$ cat src/rtl/vfw_pkg.sv
package vfw_pkg;
  localparam int PAGE_SH = 21;
  localparam int TBL_SH  = 16;

  typedef enum logic [2:0] {
    XL_OK       = 3'd0,
    XL_RANGE    = 3'd1,
    XL_FID0     = 3'd2,
    XL_ROOT_INV = 3'd3,
    XL_LEAF_INV = 3'd4
  } xl_code_e;

  typedef enum logic [2:0] {
    S_IDLE,
    S_CHK,
    S_ROOT,
    S_LEAF,
    S_RESP
  } walk_st_e;
endpackage

$ cat src/rtl/vfw_entry_dec.sv
// Field extraction for a fetched 32-bit table word (root or leaf view).
module vfw_entry_dec #(
  parameter int HAW = 37
) (
  input  logic [31:0]      ent,
  output logic             vld,
  output logic [HAW-17:0]  tbl_ptr,
  output logic [HAW-22:0]  page
);
  assign vld     = ent[0];
  assign tbl_ptr = ent[HAW-13:4];
  assign page    = ent[HAW-17:5];

  // reserved fields are dropped on purpose
  logic unused_rsvd;
  assign unused_rsvd = ^{ent[31:HAW-12], ent[3:1]};
endmodule

$ cat src/rtl/vfw_addr_gen.sv
// Address arithmetic for both walk steps and the final host address.
module vfw_addr_gen #(
  parameter int HAW    = 37,
  parameter int FID_W  = 6,
  parameter int GOFS_W = 40
) (
  input  logic [HAW-1:0]    root_base,
  input  logic [FID_W-1:0]  fid,
  input  logic [GOFS_W-1:0] gofs,
  input  logic [HAW-17:0]   tbl_ptr,
  input  logic [HAW-22:0]   page,
  output logic [HAW-1:0]    root_addr,
  output logic [HAW-1:0]    leaf_addr,
  output logic [HAW-1:0]    host_addr,
  output logic              range_bad
);
  localparam int IDX_W = HAW - vfw_pkg::PAGE_SH;

  logic [IDX_W-1:0] leaf_idx;
  assign leaf_idx  = gofs[HAW-1:vfw_pkg::PAGE_SH];

  assign root_addr = root_base + HAW'({fid, 2'b00});
  assign leaf_addr = {tbl_ptr, {vfw_pkg::TBL_SH{1'b0}}} + HAW'({leaf_idx, 2'b00});
  assign host_addr = {page, gofs[vfw_pkg::PAGE_SH-1:0]};

  generate
    if (GOFS_W > HAW) begin : g_range
      assign range_bad = |gofs[GOFS_W-1:HAW];
    end else begin : g_norange
      assign range_bad = 1'b0;
    end
  endgenerate
endmodule

$ cat src/rtl/vf_mem_walker.sv
module vf_mem_walker #(
  parameter int HAW    = 37,
  parameter int FID_W  = 6,
  parameter int GOFS_W = 40
) (
  input  logic              clk,
  input  logic              rst,
  input  logic [HAW-1:0]    root_base,
  input  logic              req_valid,
  output logic              req_ready,
  input  logic [FID_W-1:0]  req_fid,
  input  logic [GOFS_W-1:0] req_gofs,
  output logic              rsp_valid,
  input  logic              rsp_ready,
  output logic [2:0]        rsp_code,
  output logic [HAW-1:0]    rsp_haddr,
  output logic              mem_rd_valid,
  output logic [HAW-1:0]    mem_rd_addr,
  input  logic              mem_rd_dvalid,
  input  logic [31:0]       mem_rd_data
);
  import vfw_pkg::*;

  walk_st_e          st;
  logic [FID_W-1:0]  fid_q;
  logic [GOFS_W-1:0] gofs_q;
  xl_code_e          code_q;

  logic              ent_vld;
  logic [HAW-17:0]   ent_ptr;
  logic [HAW-22:0]   ent_page;
  logic [HAW-1:0]    root_addr, leaf_addr, host_addr;
  logic              range_bad;

  vfw_entry_dec #(.HAW(HAW)) u_dec (
    .ent     (mem_rd_data),
    .vld     (ent_vld),
    .tbl_ptr (ent_ptr),
    .page    (ent_page)
  );

  vfw_addr_gen #(.HAW(HAW), .FID_W(FID_W), .GOFS_W(GOFS_W)) u_agen (
    .root_base (root_base),
    .fid       (fid_q),
    .gofs      (gofs_q),
    .tbl_ptr   (ent_ptr),
    .page      (ent_page),
    .root_addr (root_addr),
    .leaf_addr (leaf_addr),
    .host_addr (host_addr),
    .range_bad (range_bad)
  );

  assign rsp_code = code_q;

  always_ff @(posedge clk) begin
    if (rst) begin
      st           <= S_IDLE;
      req_ready    <= 1'b1;
      rsp_valid    <= 1'b0;
      code_q       <= XL_OK;
      rsp_haddr    <= '0;
      mem_rd_valid <= 1'b0;
      mem_rd_addr  <= '0;
      fid_q        <= '0;
      gofs_q       <= '0;
    end else begin
      case (st)
        S_IDLE: begin
          if (req_valid) begin
            fid_q     <= req_fid;
            gofs_q    <= req_gofs;
            req_ready <= 1'b0;
            st        <= S_CHK;
          end
        end
        S_CHK: begin
          if (range_bad) begin
            rsp_valid <= 1'b1;
            code_q    <= XL_RANGE;
            rsp_haddr <= '0;
            st        <= S_RESP;
          end else if (fid_q == '0) begin
            rsp_valid <= 1'b1;
            code_q    <= XL_FID0;
            rsp_haddr <= '0;
            st        <= S_RESP;
          end else begin
            mem_rd_valid <= 1'b1;
            mem_rd_addr  <= root_addr;
            st           <= S_ROOT;
          end
        end
        S_ROOT: begin
          if (mem_rd_dvalid) begin
            if (!ent_vld) begin
              mem_rd_valid <= 1'b0;
              rsp_valid    <= 1'b1;
              code_q       <= XL_ROOT_INV;
              rsp_haddr    <= '0;
              st           <= S_RESP;
            end else begin
              mem_rd_addr <= leaf_addr;
              st          <= S_LEAF;
            end
          end
        end
        S_LEAF: begin
          if (mem_rd_dvalid) begin
            mem_rd_valid <= 1'b0;
            rsp_valid    <= 1'b1;
            code_q       <= ent_vld ? XL_OK : XL_LEAF_INV;
            rsp_haddr    <= ent_vld ? host_addr : '0;
            st           <= S_RESP;
          end
        end
        S_RESP: begin
          if (rsp_ready) begin
            rsp_valid <= 1'b0;
            req_ready <= 1'b1;
            st        <= S_IDLE;
          end
        end
        default: st <= S_IDLE;
      endcase
    end
  end

  // response held until taken
  a_r11_rsp_hold: assert property (@(posedge clk) disable iff (rst)
    rsp_valid && !rsp_ready |=> rsp_valid && $stable(rsp_haddr) && $stable(rsp_code));

  // no new request while a walk or response is pending
  a_r11_busy: assert property (@(posedge clk) disable iff (rst)
    req_ready |-> !rsp_valid && !mem_rd_valid);

  // read address stable while waiting
  a_r12_addr_hold: assert property (@(posedge clk) disable iff (rst)
    mem_rd_valid && !mem_rd_dvalid |=> mem_rd_valid && $stable(mem_rd_addr));

  // invalid root entry ends the walk without a second read
  a_r7_root_stop: assert property (@(posedge clk) disable iff (rst)
    (st == S_ROOT) && mem_rd_dvalid && !mem_rd_data[0] |=>
      !mem_rd_valid && rsp_valid && (rsp_code == 3'd3));

  // fault responses carry a zero address
  a_r9_fault_zero: assert property (@(posedge clk) disable iff (rst)
    rsp_valid && (rsp_code != 3'd0) |-> rsp_haddr == '0);
endmodule

$ cat config.mk
export PLATFORM = sky130hd
export DESIGN_NAME = vf_mem_walker
export DESIGN_NICKNAME = d
export VERILOG_FILES = /design/src/rtl/vfw_pkg.sv /design/src/rtl/vfw_entry_dec.sv /design/src/rtl/vfw_addr_gen.sv /design/src/rtl/vf_mem_walker.sv
export SDC_FILE = /design/constraint.sdc
export NUM_CORES = 1
export LEC_CHECK = 0
export ABC_CLOCK_PERIOD_IN_PS = 3100
export BUFFER_PORTS_ARGS = -buffer_cell sky130_fd_sc_hd__clkbuf_2
export CAP_MARGIN = 40
export CORE_MARGIN = 8
export CORE_UTILIZATION = 46
export CTS_CLUSTER_DIAMETER = 200
export DETAILED_ROUTE_END_ITERATION = 10
export HOLD_SLACK_MARGIN = 0.1
export PLACE_DENSITY = 0.76
export SYNTH_ARGS = -nofsm -noshare
export SYNTH_HDL_FRONTEND = slang
export SYNTH_SLANG_ARGS = --single-unit
$ cat constraint.sdc
create_clock -name clk -period 3.1 [get_ports clk]
set_clock_uncertainty 0.2 [all_clocks]
set_input_delay 0.93 -clock clk [delete_from_list [all_inputs] [get_ports clk]]
set_output_delay 0.93 -clock clk [all_outputs]
set_load 0.03 [all_outputs]
==> summary.txt <==
status -> finished, final reports clean
Synth Cell Area -> 6290 µm²
slowest cell on the critical path -> a211oi_2
Clock transition at path regs -> 0.06 ns
post-CTS setup buffer count -> 0
IO Count -> 200
DR pass1 iterations -> 5
Metal-1 WL -> 8010 µm
clk_lat worst skew -> 0.42 ns
placer congestion estimate -> 0.862
ys flop type -> dfxtp_1
DRC errors left -> 0
Clock Sinks -> 129
register area -> 2580 µm²
max_cap viols -> 0
CP top delay family -> compound AO/OA/AOI/OAI gates
post-layout min period -> 2.85 ns
Mean Syn Cell Area -> 7.74 µm²
startpoint class of the critical path -> input pin
Area growth, synth to finish -> 29.6%
final hold viol count -> 0
Unique masters post-synth -> 67
VDD IR max -> 0.423 mV
fillers -> 1224
Starting Density -> 47.3%
Clock Tree Buf Depth -> 2
Post-CTS Resized -> 0
Yosys warning total -> 0
die area -> 17700 µm²
Synth Net Count -> 942
WL/cell -> 16.2 µm
CP max stage delay -> 0.53 ns
Tightest Hold Check Type -> flop to flop
CTS tree -> yes
post-route clock period utilization -> 92.1%
H-tree Lvls -> 4
WS Path Type -> input pin to flop
DR top layer -> met4
post-DP HPWL -> 14000 µm
Cells after Synth -> 812
routed wl met3 -> 1850 µm
number of buffers and inverters on the critical path -> 2
Critical Path RT -> 3.23 ns
global route overflow -> 0
Vias -> 6440
Multi-input gate area -> 3460 µm²
initial DRC count -> 491
CTS buffer count -> 17
Crit. End Element -> flop
number of synthesized flops with an enable pin -> 0
vias in the first global route -> 6359
crit-path max FO -> 9
Std-Cell Rows -> 42
register area share after synthesis -> 41.1%
FMAX -> 350 MHz
Pleak -> 0.00337 µW
final worst slack -> 0.246 ns
CP Cell Sequence -> clkbuf_2 -> ha_1 -> inv_1 -> fa_1 -> nor2b_2 -> o31ai_2 -> a211oi_2 -> and3b_1 -> nor3_1 -> o31ai_1
setup_tns -> 0 ns
die width -> 133 µm
first-pass GRT wire length -> 31200 µm
Final setup viols -> 0
Antenna Nets Post-Route -> 0
GR Util All Layers -> 21.7%
final-stage net count -> 1127
Max-slew headroom -> 60.7%
ys async rst share -> 0%
Routed WL -> 19300 µm
WP data arrival -> 2.99 ns
vias per inst -> 5.43
input/output buffers -> 189
slew of the pin with the lowest slew margin -> 0.589 ns
pin count of the biggest net entering global routing -> 49
clock root buffer -> clkbuf_16
register bit total from synthesis -> 129
core area -> 13300 µm²
met2 routed WL -> 8930 µm
Post-CTS Hold Buffers -> 0
max-slew violation count -> 0
initial antenna violation count -> 1
DIE HEIGHT -> 133 µm
pwr dens -> 745 nW/µm²
fraction of layout instances using a drive strength above 1 -> 27.2%
pre-CTS WS -> -0.156 ns
RSZ-0062 raised after global routing -> false
==> logic make-up (layout without fill, tap and decap cells) <==
kind of cell / Yosys count / count (layout) / share of synthesized area [%]
multiplexers: 1 / 1 / 0.159
AO/OA/AOI/OAI: 209 / 209 / 20.6
flip-flops: 129 / 129 / 41.1
buffers and inverters: 69 / 267 / 4.50
adder cells (fa/ha/maj): 10 / 10 / 2.23
other: 0 / 1 / 0
AND/OR/NAND/NOR: 357 / 357 / 26.3
XOR/XNOR: 37 / 37 / 5.15
==> Yosys cell counts (all sizes together), types with 3 or more instances <==
cell	n	area, µm²
xnor2	16	140
nand2	175	657
and4	6	52.6
nor3b	3	22.5
nand4	14	103
a211o	4	35.0
or4	3	22.5
and3	3	18.8
nor2b	4	25.0
o31ai	6	50.1
a21o	5	37.5
dfxtp	129	2580
nor3	15	86.3
o21ai	27	135
inv	14	52.6
nand3	60	300
clkbuf	43	161
buf	12	68.8
a21oi	115	576
a311oi	4	35.0
or3	3	28.8
xor2	21	184
nor2	52	203
nand2b	3	18.8
ha	8	100
a31oi	5	31.3
nor4	5	37.5
o22ai	3	18.8
o21a	4	30.0
a211oi	12	100
nand3b	6	45.0
==> layer usage <==
| metal | vias to the layer above | GRT usage [%] |
|---|---|---|
| li1 | 3211 | - |
| met1 | 2974 | 25.1 |
| met2 | 231 | 35.2 |
| met3 | 24 | 8.21 |
| met4 | 0 | 8.83 |
| met5 | - | 0 |
==> state kept, by name, summed over array words and instances (netlist names) <==
name          count
mem_rd_addr      37
mem_rd_valid      1
rsp_valid         1
st                3
rsp_code          3
req_ready         1
rsp_haddr        37
fid_q             6
gofs_q           40
==> report_power, final <==
group | internal, µW | leakage (µW) | switching [µW]
registers | 1920 | 0.00105 | 185
logic | 643 | 0.00203 | 1310
clock network | 1270 | 0.000292 | 754
total | 3830 | 0.00337 | 2250
==> per-stage QoR <==
step           utilization [%]  hold WS [ns]  std cells  total power, µW  instance area, µm²
3_5_place_dp              56.7         0.242       1154             4090                7540
3_3_place_gp              56.7         0.236       1154             4050                7540
5_1_grt                   61.3         0.270       1187             6420                8150
6_report                  61.3         0.247       1187             6070                8150
4_1_cts                   61.3         0.251       1186             6120                8150
2_1_floorplan                -         0.236        812             3410                6290
==> worst register-to-register path, delay by kind of cell, from the launching register on <==
kind                     cells  cell delay, ns
AO/OA/AOI/OAI                3            0.87
adder cells (fa/ha/maj)      2            0.59
buffers and inverters        1            0.06
flip-flops                   1            0.37
AND/OR/NAND/NOR              3            0.47
==> worst paths after layout <==
path                           to  slack [ns]          from  cells past startpoint
setup reg to reg  mem_rd_addr[16]        0.44      fid_q[0]                      9
setup / recovery  mem_rd_addr[16]        0.25  root_base[2]                     10
hold reg to reg      rsp_haddr[3]        0.25  rsp_haddr[3]                      2
hold / removal       rsp_haddr[3]        0.25  rsp_haddr[3]                      2
==> layout by cell type, fill, tap and decap left out, types with 4 or more instances in the layout <==
cell type and count:
a211o_1 4, a211oi_1 10, a21o_1 5, a21oi_1 115, a311oi_1 4, a31oi_1 5
and4_1 6, buf_4 30, clkbuf_16 17, clkbuf_2 188, clkbuf_8 4, dfxtp_1 129
ha_1 8, inv_1 14, nand2_1 175, nand3_1 59, nand3b_1 6, nand4_1 13
nor2_1 49, nor3_1 14, nor4_1 4, o21a_1 4, o21ai_0 9, o21ai_1 18
o31ai_1 5, xnor2_1 16, xor2_1 21
==> final cells by class <==
cell class / instances / area share (%)
Tap cell: 176 / 2.70
Antenna cell: 1 / 0.0307
Clock buffer: 21 / 5.89
Inverter: 14 / 0.645
Sequential cell: 129 / 31.7
Timing Repair Buffer: 221 / 15.0
Clock inverter: 11 / 1.57
Multi-Input combinational cell: 614 / 42.4
Power figures use the tool's default switching activity.
